### src/rtl/byte_uart_port.sv
module byte_uart_port #(
  parameter int CLK_HZ = 50_000_000
) (
  input  logic       clk,
  input  logic       rst,
  input  logic       sel,
  input  logic       wr_en,
  input  logic       rd_en,
  input  logic [1:0] addr,
  input  logic [7:0] wdata,
  output logic [7:0] rdata,
  output logic       irq,
  output logic       txd,
  input  logic       rxd
);

  localparam int DIV_MAX = (CLK_HZ / 800 < 1) ? 1 : CLK_HZ / 800;
  localparam int DW = $clog2(DIV_MAX + 1);
  localparam int HW = $clog2(160 * DIV_MAX + 1);

  function automatic int baud_of(input logic [3:0] c);
    case (c)
      4'd1:  return 50;
      4'd2:  return 75;
      4'd3:  return 110;
      4'd4:  return 135;
      4'd5:  return 150;
      4'd6:  return 300;
      4'd7:  return 600;
      4'd8:  return 1200;
      4'd9:  return 1800;
      4'd10: return 2400;
      4'd11: return 3600;
      4'd12: return 4800;
      4'd13: return 7200;
      4'd14: return 9600;
      4'd15: return 19200;
      default: return 0;
    endcase
  endfunction

  function automatic int div_of(input logic [3:0] c);
    int r;
    int d;
    r = baud_of(c);
    if (r == 0) return 0;
    d = CLK_HZ / (16 * r);
    return (d < 1) ? 1 : d;
  endfunction

  logic [7:0] ctrl_q, cmd_q, thr_q, rxbuf_q;
  logic       thr_full, rx_full, ovr, rx_en, tx_en;
  logic [HW-1:0] tx_hold, rx_hold;

  logic [DW-1:0] div;
  logic [HW-1:0] ctime;
  assign div   = DW'(div_of(ctrl_q[3:0]));
  assign ctime = HW'(160 * div_of(ctrl_q[3:0]));

  logic wr, rd_data, soft_rst;
  assign wr       = sel && wr_en;
  assign rd_data  = sel && rd_en && addr == 2'd0;
  assign soft_rst = wr && (addr == 2'd1 || (addr == 2'd3 && wdata == 8'h00));

  // transmit shifter
  logic          tx_busy, txd_q, tx_tick, tx_load;
  logic [DW-1:0] tx_cnt;
  logic [3:0]    tx_sub, tx_bit;
  logic [8:0]    tx_sh;

  assign tx_tick = tx_busy && div != '0 && tx_cnt >= div - DW'(1);
  assign tx_load = !tx_busy && thr_full && div != '0;
  assign txd     = txd_q;

  always_ff @(posedge clk) begin
    if (rst) begin
      tx_busy <= 1'b0;
      txd_q   <= 1'b1;
      tx_cnt  <= '0;
      tx_sub  <= '0;
      tx_bit  <= '0;
      tx_sh   <= '1;
    end else if (tx_load) begin
      tx_busy <= 1'b1;
      txd_q   <= 1'b0;
      tx_sh   <= {1'b1, thr_q};
      tx_cnt  <= '0;
      tx_sub  <= '0;
      tx_bit  <= '0;
    end else if (tx_busy) begin
      if (tx_tick) begin
        tx_cnt <= '0;
        if (tx_sub == 4'd15) begin
          tx_sub <= '0;
          if (tx_bit == 4'd9) begin
            tx_busy <= 1'b0;
          end else begin
            txd_q  <= tx_sh[0];
            tx_sh  <= {1'b1, tx_sh[8:1]};
            tx_bit <= tx_bit + 4'd1;
          end
        end else begin
          tx_sub <= tx_sub + 4'd1;
        end
      end else begin
        tx_cnt <= tx_cnt + DW'(1);
      end
    end
  end

  // receive sampler
  logic          rx_s1, rx_s2, rx_busy, rx_tick, rx_done;
  logic [DW-1:0] rx_cnt;
  logic [3:0]    rx_sub, rx_bit;
  logic [7:0]    rx_sh;

  assign rx_tick = rx_busy && div != '0 && rx_cnt >= div - DW'(1);
  assign rx_done = rx_tick && rx_bit == 4'd9 && rx_sub == 4'd15;

  always_ff @(posedge clk) begin
    if (rst) begin
      rx_s1   <= 1'b1;
      rx_s2   <= 1'b1;
      rx_busy <= 1'b0;
      rx_cnt  <= '0;
      rx_sub  <= '0;
      rx_bit  <= '0;
      rx_sh   <= '0;
    end else begin
      rx_s1 <= rxd;
      rx_s2 <= rx_s1;
      if (!rx_busy) begin
        if (!rx_s2 && div != '0) begin
          rx_busy <= 1'b1;
          rx_cnt  <= '0;
          rx_sub  <= '0;
          rx_bit  <= '0;
        end
      end else if (rx_tick) begin
        rx_cnt <= '0;
        rx_sub <= rx_sub + 4'd1;
        if (rx_bit == 4'd0) begin
          if (rx_sub == 4'd7) begin
            rx_sub <= '0;
            if (rx_s2) rx_busy <= 1'b0;
            else       rx_bit  <= 4'd1;
          end
        end else if (rx_sub == 4'd15) begin
          rx_sub <= '0;
          if (rx_bit == 4'd9) begin
            rx_busy <= 1'b0;
          end else begin
            rx_sh  <= {rx_s2, rx_sh[7:1]};
            rx_bit <= rx_bit + 4'd1;
          end
        end
      end else begin
        rx_cnt <= rx_cnt + DW'(1);
      end
    end
  end

  // registers and buffers
  always_ff @(posedge clk) begin
    if (rst) begin
      ctrl_q   <= '0;
      cmd_q    <= '0;
      thr_q    <= '0;
      rxbuf_q  <= '0;
      thr_full <= 1'b0;
      rx_full  <= 1'b0;
      ovr      <= 1'b0;
      rx_en    <= 1'b0;
      tx_en    <= 1'b0;
      tx_hold  <= '0;
      rx_hold  <= '0;
    end else begin
      if (tx_hold != '0) tx_hold <= tx_hold - HW'(1);
      if (rx_hold != '0) rx_hold <= rx_hold - HW'(1);
      if (tx_load) thr_full <= 1'b0;
      if (rd_data) begin
        rx_full <= 1'b0;
        ovr     <= 1'b0;
        rx_hold <= ctime;
      end
      if (rx_done) begin
        if (rx_full && !rd_data) begin
          ovr <= 1'b1;
        end else begin
          rxbuf_q <= rx_sh;
          rx_full <= 1'b1;
        end
      end
      if (wr) begin
        case (addr)
          2'd0: begin
            tx_hold <= ctime;
            if (!thr_full) begin
              thr_q    <= wdata;
              thr_full <= 1'b1;
            end
          end
          2'd2: begin
            cmd_q <= wdata;
            rx_en <= !wdata[1];
            tx_en <= wdata[2] && !wdata[3];
          end
          2'd3: ctrl_q <= wdata;
          default: ;
        endcase
      end
      if (soft_rst) begin
        thr_q    <= '0;
        rxbuf_q  <= '0;
        thr_full <= 1'b0;
        rx_full  <= 1'b0;
        ovr      <= 1'b0;
        rx_en    <= 1'b0;
        tx_en    <= 1'b0;
        tx_hold  <= '0;
        rx_hold  <= '0;
      end
    end
  end

  logic st_rxf, st_txe;
  assign st_rxf = rx_full && rx_hold == '0;
  assign st_txe = !thr_full && tx_hold == '0;
  assign irq    = (st_rxf && rx_en) || (st_txe && tx_en);

  always_comb begin
    case (addr)
      2'd0:    rdata = rxbuf_q;
      2'd1:    rdata = {3'b000, st_txe, st_rxf, ovr, 2'b00};
      2'd2:    rdata = cmd_q;
      default: rdata = ctrl_q;
    endcase
  end

  a_r9_soft_reset: assert property (@(posedge clk) disable iff (rst)
    (wr && addr == 2'd1) |=> (!rx_full && !thr_full && !ovr && !rx_en && !tx_en));

  a_r10_ctrl_zero: assert property (@(posedge clk) disable iff (rst)
    (wr && addr == 2'd3 && wdata == 8'h00) |=> (ctrl_q == 8'h00 && !rx_full && !thr_full && !rx_en && !tx_en));

  a_r6_read_clears: assert property (@(posedge clk) disable iff (rst)
    (rd_data && !rx_done && !wr) |=> !rx_full);

  a_r7_overrun_set: assert property (@(posedge clk) disable iff (rst)
    (rx_done && rx_full && !rd_data && !soft_rst) |=> ovr);

  a_r4_idle_line: assert property (@(posedge clk) disable iff (rst)
    (ctrl_q[3:0] == 4'd0 && !tx_busy) |=> txd);

  a_r8_tx_holdoff: assert property (@(posedge clk) disable iff (rst)
    (wr && addr == 2'd0) |=> !st_txe);

  a_r5_ignored_write: assert property (@(posedge clk) disable iff (rst)
    (wr && addr == 2'd0 && thr_full) |=> $stable(thr_q));

  a_r12_irq_needs_enable: assert property (@(posedge clk) disable iff (rst)
    irq |-> (rx_en || tx_en));

endmodule

### config.mk
export PLATFORM = sky130hd
export DESIGN_NAME = byte_uart_port
export DESIGN_NICKNAME = d
export VERILOG_FILES = /design/src/rtl/byte_uart_port.sv
export SDC_FILE = /design/constraint.sdc
export NUM_CORES = 1
export LEC_CHECK = 0
export BUFFER_PORTS_ARGS = -buffer_cell sky130_fd_sc_hd__buf_2
export CORE_MARGIN = 2
export CORE_UTILIZATION = 25
export DETAILED_ROUTE_END_ITERATION = 8
export HOLD_SLACK_MARGIN = 0.08
export PLACE_DENSITY = 0.4
export SLEW_MARGIN = 20
export SYNTH_ARGS = -nofsm -noshare
export SYNTH_HDL_FRONTEND = slang
export SYNTH_SLANG_ARGS = --single-unit
### constraint.sdc
create_clock -name clk -period 68.7 [get_ports clk]
set_clock_uncertainty 0.05 [all_clocks]
set_input_delay 13.74 -clock clk [delete_from_list [all_inputs] [get_ports clk]]
set_output_delay 13.74 -clock clk [all_outputs]
set_load 0.02 [all_outputs]
==> impl_results.md, run 1 <==
- IO Port Bufs: 25
- Ant diodes: 0
- Max cap viols: 0
- Die W: 344 um
- First-pass detailed-route iteration total: 5
- Ranking of synthesized cells by area: ha_1, dfxtp_1, a21oi_1, nand2_1, nor2_1
- Max-slew violations: 0
- Least-Margin Pin Slew: 990 ps
- Share of layout cells above drive strength 1: 16.4%
- Grt total ovfl: 0
- Via density: 5.27
- Worst-case clock buffer depth: 2
- Final WL: 108000 um
- Seq/Total Area, Yosys: 11.7%
- Ys Warns: 0
- Period utilisation layout: 93.4%
- Core Box Area: 115000 sq um
- # DRC: 0
- Core Rows: 124
- Mapped Cells: 4012
- Dpl hpwl: 83000 um
- Hold buffer count at cts: 0
- RD Place Congestion: 0.862
- Global-route wire length before repair: 165000 um
- Run status: complete, no violations
- Starting Density: 25.2%
- Ys async rst share: 0%
- CTS clk-pin slew, worst paths: 70 ps
- TritonCTS clock tree: yes
- Num Clock Sinks: 169
- Worst path slowest cell: or4b_2
- Worst Path Arrival: 64460 ps
- Synth top area share: 15.9%
- Number of CTS-inserted buffers: 17
- Area leader, netlist: ha_1
- Post-Syn Area: 28900 sq um
- Post-Layout Cell Count: 5719
- Synth cell types: 124
- Crit-path max FO: 22
- Post-synthesis simple-gate area fraction: 26.0%
- Fmax: 15.6 MHz
- Remaining antenna violation count: 0
- Die area: 118000 sq um
- Crit path max-delay family: compound AO/OA/AOI/OAI gates
- Worst skew pair latency: 450 ps
- Iter 0 DRT Violations: 1787
- IO Count: 26
- WP data required: 68960 ps
- Post-synthesis mux area share: 3.96%
- Final net count: 4577
- DR vias: 30100
- Main combinational cell family by area after synthesis: compound AO/OA/AOI/OAI gates
- Crit-path max cell delay: 630 ps
- Critical path type: reg2reg
- Final hold violations: 0
- Xor/xnor cell area share of the yosys netlist: 7.46%
- CP most frequent cell: ha_1
- Worst hold path type: reg2reg
- Hold Worst Slack: 364 ps
- Initial antenna violation count: 1
- CTS H-tree depth: 4
- CP endpoint kind: flop
- Die extent in y: 344 um
- DR WL/cell: 18.8 um
- Pin count of the biggest net entering global routing: 66
- Synth Register Bits: 169
- Syn nets: 4395
- Setup crit start kind: flop
- Bufs and invs on worst path: 31
- Layout area overhead: 18.3%
- Vias in the first global route: 28700
- Top FF cell, synth: dfxtp_1
- DP Cell Count: 5640
- Root Driver: clkbuf_16
- Final setup vio count: 0
- Tmin final: 64200 ps
- GRT Resource Usage Total: 17.6%
- Reg2Reg Setup Slack: 4500 ps
- Compound-cell area share of the yosys netlist: 31.1%
- EDFF count, synth: 0
- Core Util, Final: 29.8%
- Worst slew margin: 33.7%
- Syn avg cell area: 7.20 sq um
- Adder-cell share of the synthesized area: 15.9%
[sequential cells by signal (all words and copies together) (netlist names), 4 cells and up, named ones only]
register / count
rx_cnt: 16
cmd_q: 8
rx_sh: 8
rx_hold: 24
rx_sub: 4
tx_cnt: 16
ctrl_q: 8
rx_bit: 4
rxbuf_q: 8
thr_q: 8
tx_sub: 4
tx_bit: 4
tx_sh: 8
tx_hold: 24
[synthesized netlist by cell type (10+ instances only)]
cell / number
o21bai_1: 36
or3_1: 46
inv_1: 155
a2111oi_0: 12
clkbuf_1: 87
buf_1: 14
o21ai_1: 24
a211oi_1: 69
o211ai_1: 56
nand3_1: 98
mux2_2: 61
nor2b_1: 43
o2111ai_1: 10
a21boi_0: 24
nor3_1: 138
a311oi_1: 13
buf_2: 22
ha_1: 366
and4_1: 13
mux2i_1: 29
a21oi_1: 333
dfxtp_1: 169
o211a_1: 11
a31oi_1: 40
a21o_1: 105
a22o_1: 10
nand2_1: 406
a221oi_1: 11
and3_1: 39
nand4_1: 31
o31ai_1: 80
or4_1: 21
or2_2: 28
xor2_1: 92
a31o_2: 11
nand2b_1: 105
nor2_1: 393
o21a_1: 79
o22ai_1: 10
a211o_1: 22
xnor2_1: 154
nor4_1: 23
o21ai_0: 217
and2_1: 65
[logic make-up (layout without fill, tap and decap cells)]
kind of cell / count (synthesis) / in the layout
AOI/OAI and AO/OA: 1322 / 1324
muxes: 100 / 100
and+or+nand+nor: 1525 / 1526
xor gates and xnor gates: 246 / 246
adders and majority gates: 367 / 367
buffers and inverters: 283 / 475
DFF: 169 / 169
[per-stage QoR]
stage                     cell area [sq um]  TNS (ps)  setup WS [ps]
after detailed placement              32100    -90900          -1590
final                                 34200         0           4500
after global placement                32100    -83670          -1530
after floorplan                       28900         0           57.7
after global routing                  34200    -14270           -331
after CTS                             32700         0           32.2
[worst register-to-register path, delay by kind of cell, from the launching register on]
family | cells | cell delay [ps]
adder cells (fa/ha/maj) | 28 | 8630
multiplexers | 6 | 2020
AND/OR/NAND/NOR | 109 | 18210
buffers and inverters | 31 | 4460
XOR/XNOR | 1 | 160
flip-flops | 1 | 330
AO/OA/AOI/OAI | 169 | 30220
[worst paths after layout]
path,start,to,cells past startpoint
hold / removal,rx_s1,rx_s2,1
hold reg to reg,rx_s1,rx_s2,1
setup / recovery,flop,rx_bit[3],344
setup reg to reg,flop,rx_bit[3],344
[layout make-up]
class,instances,area (sq um)
Tap cell,1512,1890
Timing Repair Buffer,285,2130
Clock buffer,18,429
Multi-Input combinational cell,3563,25600
Inverter,158,593
Fill cell,12600,80300
Clock inverter,14,135
Sequential cell,169,3380
[metal layers]
layer	up-vias	track usage (%)	share of wire, %
met2	423	30.5	48
met4	0	3.95	1.7
met5	-	0	0
met1	14300	23.6	48
met3	70	1.39	2.4
li1	15300	-	-
[cell usage in the layout, fill, tap and decap left out, drive strengths merged, types with 76 or more instances in the layout]
master / count
o21ai: 244
nor2: 395
nor3: 144
inv: 164
ha: 366
a21oi: 336
o31ai: 83
o21a: 80
xor2: 92
dfxtp: 169
xnor2: 154
buf: 284
nand2b: 105
nand3: 100
a21o: 105
a211oi: 76
nand2: 406
[timing repair]
item                       in CTS  in global routing
resized for setup              22                257
gates cloned                    0                  5
pin swaps                       3                 52
buffers inserted                1                 41
setup endpoints to repair      93                116
hold endpoints to repair        0                  0
Power of run 1 is not shown: default switching activity piles up to over one toggle a cycle in this logic, so the estimate is an artifact.
==> inputs of run 2 (changes only) <==
BUFFER_PORTS_ARGS = default   (was -buffer_cell sky130_fd_sc_hd__buf_2)
CTS_BUF_LIST = sky130_fd_sc_hd__clkbuf_2   (was default)
CTS_CLUSTER_SIZE = 28   (was default)
DONT_BUFFER_PORTS = 1   (was default)
==> run 2 against run 1 <==
Non-clock buffer count fell by 60. Clock-buffer cell count did not move. Utilization fell by 0.77 points. Design area fell by 2.6%. Register-to-register slack got worse by 180 ps. Sequential share of layout area rose by 0.29 points. Critical endpoint is now rx_sub[1]. Global-route usage rose by 0.070 points. First-iteration DRC count fell by 1.2%. Via count fell by 0.85%. Die area did not move. Worst setup slack got worse by 180 ps.
==> impl_results.md, run 2 (synthesis gave the netlist of run 1 again) <==
- DR vias: 29900 (was 30100)
- Iter 0 DRT Violations: 1765 (was 1787)
- Initial antenna violation count: 1 (unchanged)
- RD Place Congestion: 0.886 (was 0.862)
- Hold path cells: 1 (unchanged)
- Worst skew pair latency: 920 ps (was 450 ps)
- Grt met2 use: 31.0% (was 30.5%)
- Commonest non-fill, non-tap cells in the layout: nand2_1, nor2_1, ha_1 (unchanged)
- DR WL/cell: 19.0 um (was 18.8 um)
- # DRC: 0 (unchanged)
- TritonCTS clock tree: yes (unchanged)
- Final net count: 4514 (was 4577)
- Pin count of the biggest net entering global routing: 66 (unchanged)
- Share of layout cells above drive strength 1: 14.6% (was 16.4%)
- Max cap viols: 0 (unchanged)
- WP data required: 69520 ps (was 68960 ps)
- Via density: 5.28 (was 5.27)
- CP endpoint kind: flop (unchanged)
- Number of CTS-inserted buffers: 17 (unchanged)
- Post-Layout Cell Count: 5658 (was 5719)
- Most Crowded Layer GR: met2 (unchanged)
- Die extent in y: 344 um (unchanged)
- Final setup vio count: 0 (unchanged)
- Remaining antenna violation count: 0 (unchanged)
- Max-slew violations: 0 (unchanged)
- GRT Resource Usage Total: 17.6% (about the same)
- IO Port Bufs: 0 (was 25)
- Worst path slowest cell: or4b_2 (unchanged)
- Vias in the first global route: 28600 (was 28700)
- Hold buffer count at cts: 0 (unchanged)
- Worst Reg-to-Reg Cells: 340 (was 344)
- Tmin final: 64370 ps (was 64200 ps)
- CTS H-tree depth: 4 (unchanged)
- Root Driver: clkbuf_2 (was clkbuf_16)
- Critical path type: reg2reg (unchanged)
- Core Rows: 124 (unchanged)
- Worst hold path type: reg2reg (unchanged)
- Dpl hpwl: 83800 um (was 83000 um)
- Worst slew margin: 29.8% (was 33.7%)
- DP Cell Count: 5587 (was 5640)
- Die area: 118000 sq um (unchanged)
- CP most frequent cell: a21o_1 (was ha_1)
- IO Count: 26 (unchanged)
- Leading registers by flop count: rx_hold x24, tx_hold x24 (unchanged)
- Num Clock Sinks: 169 (unchanged)
- Die W: 344 um (unchanged)
- Fmax: 15.5 MHz (was 15.6 MHz)
- Crit-path max cell delay: 670 ps (was 630 ps)
- Worst Path Arrival: 65200 ps (was 64460 ps)
- Pre-CTS WS: -1070 ps (was -1590 ps)
- Commonest non-fill, non-tap cell in the layout: nand2_1 (unchanged)
- Grt total ovfl: 0 (unchanged)
- Starting Density: 25.2% (unchanged)
- Period utilisation layout: 93.7% (was 93.4%)
- Worst-case clock buffer depth: 2 (unchanged)
- Crit-path max FO: 21 (was 22)
- Global-route wire length before repair: 166000 um (was 165000 um)
- First-pass detailed-route iteration total: 5 (unchanged)
- Layout area overhead: 15.2% (was 18.3%)
- Final WL: 107000 um (was 108000 um)
- Met3 Usage GRT: 1.22% (was 1.39%)
- Setup crit start kind: flop (unchanged)
- CTS clk-pin slew, worst paths: 290 ps (was 70 ps)
- Core Box Area: 115000 sq um (unchanged)
- Met1 Use GR: 23.4% (was 23.6%)
- Run status: complete, no violations (unchanged)
- Final hold violations: 0 (unchanged)
- Worst Setup Slack, final: 4330 ps (was 4500 ps)
- Least-Margin Pin Slew: 1050 ps (was 990 ps)
-- run 2: changes by cell type in the layout (fill, tap and decap cells not counted), sizes merged, moves of 2 or more --
cell / change
buf: -59
clkinv: +3
inv: -3
diode: +2
-- run 2: stage by stage --
stage	instance area, sq um	util [%]	hold slack [ps]	setup TNS, ps
6_report	33300	29.1	390	0
5_1_grt	33300	29.1	427	-7700
4_1_cts	32100	28.0	403	0
3_5_place_dp	31800	27.7	385	-59840
3_3_place_gp	31800	27.7	374	-41610
2_1_floorplan	28900	-	339	0
-- run 2: path summary, 6_finish.rpt --
check,end,from,slack (ps)
setup / recovery,rx_sub[1],flop,4330
hold / removal,rx_s2,rx_s1,390
setup reg to reg,rx_sub[1],flop,4330
hold reg to reg,rx_s2,rx_s1,390
-- run 2: worst max-delay path: cells and delay by family, from the launching register on --
family          cells  cell delay, ps
mux                 8            2920
compound gates    168           29090
buf+inv            29            4590
fa+ha+maj          29            8610
simple gates      106           18500
flops               1             410
-- run 2: repair_timing --
item,in CTS,in global routing
setup buffers,5,31
endpoints found under the setup margin,89,115
gates resized for setup,18,222
pin swaps,3,45
cloned,0,1
-- run 2: metal layers --
layer / vias up / wire length, um
li1: 15200 / -
met1: 14100 / 50900
met2: 448 / 51300
met3: 111 / 2710
met4: 0 / 2340
met5: - / 0
-- run 2: layout make-up --
class	instances	area, sq um
multi-input cells	3560	25400
flip-flops and latches	169	3390
well taps	1512	1890
repair buffers	225	1750
inverters	158	593
clock inverters	14	118
diodes	2	5.00
fillers	12600	81200
clock buffers	18	90.1
Power of run 2 is left out for the same reason.
==> inputs of run 3 (changes only) <==
--- a/config.mk
+++ b/config.mk
@@ -14,3 +14,4 @@
 export HOLD_SLACK_MARGIN = 0.08
-export PLACE_DENSITY = 0.4
+export PLACE_DENSITY = 0.38
+export REMOVE_ABC_BUFFERS = 1
 export SLEW_MARGIN = 20
==> constraint.sdc (replaced) <==
create_clock -name clk -period 59.9 [get_ports clk]
set_clock_uncertainty 0.05 [all_clocks]
set_input_delay 17.97 -clock clk [delete_from_list [all_inputs] [get_ports clk]]
set_output_delay 17.97 -clock clk [all_outputs]
set_load 0.02 [all_outputs]
==> run 3 against run 2 <==
Wire length is 17% higher. Sequential cell count stayed put. First-iteration DRC count is 16% lower. Maximum frequency is 7.9% higher. Die area stayed put. Register-to-register slack worse by 4100 ps. Worst hold slack better by 33 ps. Design area is 40% higher. Sequential share of layout area is 2.9 points lower. Critical path depth is 25 higher. Cell count is 26% higher. Highest routed layer unchanged.
==> impl_results.md, run 3 (synthesis gave the netlist of run 1 again) <==
- DR vias: 35500 (was 29900)
- Pin count of the biggest net entering global routing: 66 (unchanged)
- Max-slew violations: 0 (unchanged)
- Setup crit start kind: flop (unchanged)
- Met1 Use GR: 27.8% (was 23.4%)
- CTS H-tree depth: 4 (unchanged)
- Worst slew margin: 25.2% (was 29.8%)
- Max cap viols: 0 (unchanged)
- Worst Setup Slack, final: 257 ps (was 4330 ps)
- Share of layout cells above drive strength 1: 42.4% (was 14.6%)
- GRT Resource Usage Total: 20.4% (was 17.6%)
- Die area: 118000 sq um (unchanged)
- Hold path cells: 2 (was 1)
- CP endpoint kind: flop (unchanged)
- Most Crowded Layer GR: met2 (unchanged)
- Crit-path max FO: 8 (was 21)
- Post-Layout Cell Count: 7126 (was 5658)
- Worst skew pair latency: 770 ps (was 920 ps)
- Vias in the first global route: 34900 (was 28600)
- Critical path type: reg2reg (unchanged)
- Worst r2r dst: rxbuf_q[3] (was rx_sub[1])
- Fmax: 16.8 MHz (was 15.5 MHz)
- Reg2Reg Setup Slack: 260 ps (was 4330 ps)
- Number of CTS-inserted buffers: 17 (unchanged)
- Least-Margin Pin Slew: 1120 ps (was 1050 ps)
- TritonCTS clock tree: yes (unchanged)
- Pre-CTS WS: -5930 ps (was -1070 ps)
- Crit-path max cell delay: 600 ps (was 670 ps)
- # DRC: 0 (unchanged)
- Grt total ovfl: 0 (unchanged)
- CTS clk-pin slew, worst paths: 280 ps (was 290 ps)
- Commonest non-fill, non-tap cells in the layout: buf_4, nand2_1, nor2_1 (was nand2_1, nor2_1, ha_1)
- DR WL/cell: 17.6 um (was 19.0 um)
- Run status: complete, no violations (unchanged)
- Dpl hpwl: 96300 um (was 83800 um)
- Final hold violations: 0 (unchanged)
- Period utilisation layout: 99.6% (was 93.7%)
- Root Driver: clkbuf_2 (unchanged)
- Met3 Usage GRT: 1.70% (was 1.22%)
- CP most frequent cell: buf_4 (was a21o_1)
- Die extent in y: 344 um (unchanged)
- RSZ-0062 raised after global routing: yes
- Layout area overhead: 61.2% (was 15.2%)
- WP data required: 60540 ps (was 69520 ps)
- Core Rows: 124 (unchanged)
- Die W: 344 um (unchanged)
- Worst path slowest cell: o31ai_1 (was or4b_2)
- DP Cell Count: 6832 (was 5587)
- Worst Min Path Start: cmd_q[7] (was rx_s1)
- Worst Path Arrival: 60280 ps (was 65200 ps)
- Commonest non-fill, non-tap cell in the layout: buf_4 (was nand2_1)
- Remaining antenna violation count: 0 (unchanged)
- Num Clock Sinks: 169 (unchanged)
- RD Place Congestion: 0.870 (was 0.886)
- Starting Density: 25.2% (unchanged)
- Final WL: 125000 um (was 107000 um)
- Leading registers by flop count: rx_hold x24, tx_hold x24 (unchanged)
- Tmin final: 59640 ps (was 64370 ps)
- Core Box Area: 115000 sq um (unchanged)
- Grt met2 use: 34.7% (was 31.0%)
- Worst Hold End: cmd_q[7] (was rx_s2)
- Worst hold path type: reg2reg (unchanged)
- First-pass detailed-route iteration total: 5 (unchanged)
- Final net count: 5982 (was 4514)
- Worst-case clock buffer depth: 2 (unchanged)
- Worst Reg-to-Reg Cells: 365 (was 340)
- Final setup vio count: 0 (unchanged)
- Iter 0 DRT Violations: 1487 (was 1765)
- IO Count: 26 (unchanged)
- Initial antenna violation count: 2 (was 1)
- IO Port Bufs: 0 (unchanged)
- Global-route wire length before repair: 192000 um (was 166000 um)
- Via density: 4.98 (was 5.28)
-- run 3: cell count changes in the layout (fill, tap and decap cells not counted), moves of 18 or more --
cell     previous run  this run
nor3_1            132       113
ha_4                9        50
a21oi_1           293       255
mux2_4              4        22
nor2_1            380       353
ha_1              349       299
a21oi_2            39        71
mux2_2             61        43
buf_6               6        43
o21ai_0           195       147
buf_4             215      1640
o21ai_2            14        43
-- run 3: how the worst max path moves through the flow --
| stage | start | to | slack, ps | depth (start not counted) |
|---|---|---|---|---|
| after floorplan | flop | tx_sub[2] | -11920 | 334 |
| after global placement | flop | tx_hold[23] | -5200 | 358 |
| after detailed placement | flop | tx_hold[23] | -5930 | 365 |
| after CTS | flop | rx_cnt[5] | 2 | 371 |
| after global routing | flop | rx_cnt[5] | -2940 | 371 |
| final | flop | rxbuf_q[3] | 260 | 365 |
-- run 3: metal layers --
metal / routed length (um) / vias up / part of all wire (%)
met2: 58900 / 512 / 47
met1: 59800 / 16700 / 48
met3: 3600 / 125 / 2.9
met4: 2720 / 0 / 2.2
li1: - / 18100 / -
met5: 0 / - / 0
-- run 3: stage by stage --
stage,TNS [ps],area (sq um),hold slack [ps],utilization (%)
4_1_cts,0,44100,421,38.6
3_5_place_dp,-614120,41100,373,35.9
5_1_grt,-267010,46600,447,40.7
6_report,0,46600,423,40.7
3_3_place_gp,-529160,41100,351,35.9
2_1_floorplan,-1290520,28400,339,-
-- run 3: layout make-up --
cell class	count	area, sq um
diodes	2	5.00
clock buffers	19	95.1
clock inverters	13	120
fillers	12000	67900
inverters	158	593
multi-input cells	3560	27500
flip-flops and latches	169	3390
well taps	1512	1890
repair buffers	1693	13000
-- run 3: timing repair --
| item | CTS | global route |
|---|---|---|
| gates cloned | 1 | 1 |
| hold endpoints to repair | 0 | 0 |
| gates resized for setup | 360 | 370 |
| pin swaps | 190 | 295 |
| buffers inserted | 184 | 77 |
| setup endpoints to repair | 116 | 116 |
| hold buffers | 0 | 0 |
-- run 3: critical path: cells and delay by family, from the launching register on --
| kind | cells | cell delay (ps) |
|---|---|---|
| xor+xnor | 2 | 230 |
| buf+inv | 72 | 8810 |
| compound gates | 152 | 25900 |
| simple gates | 104 | 14840 |
| fa+ha+maj | 27 | 6990 |
| mux | 8 | 2190 |
| flops | 1 | 400 |
Power of run 3 is left out for the same reason.
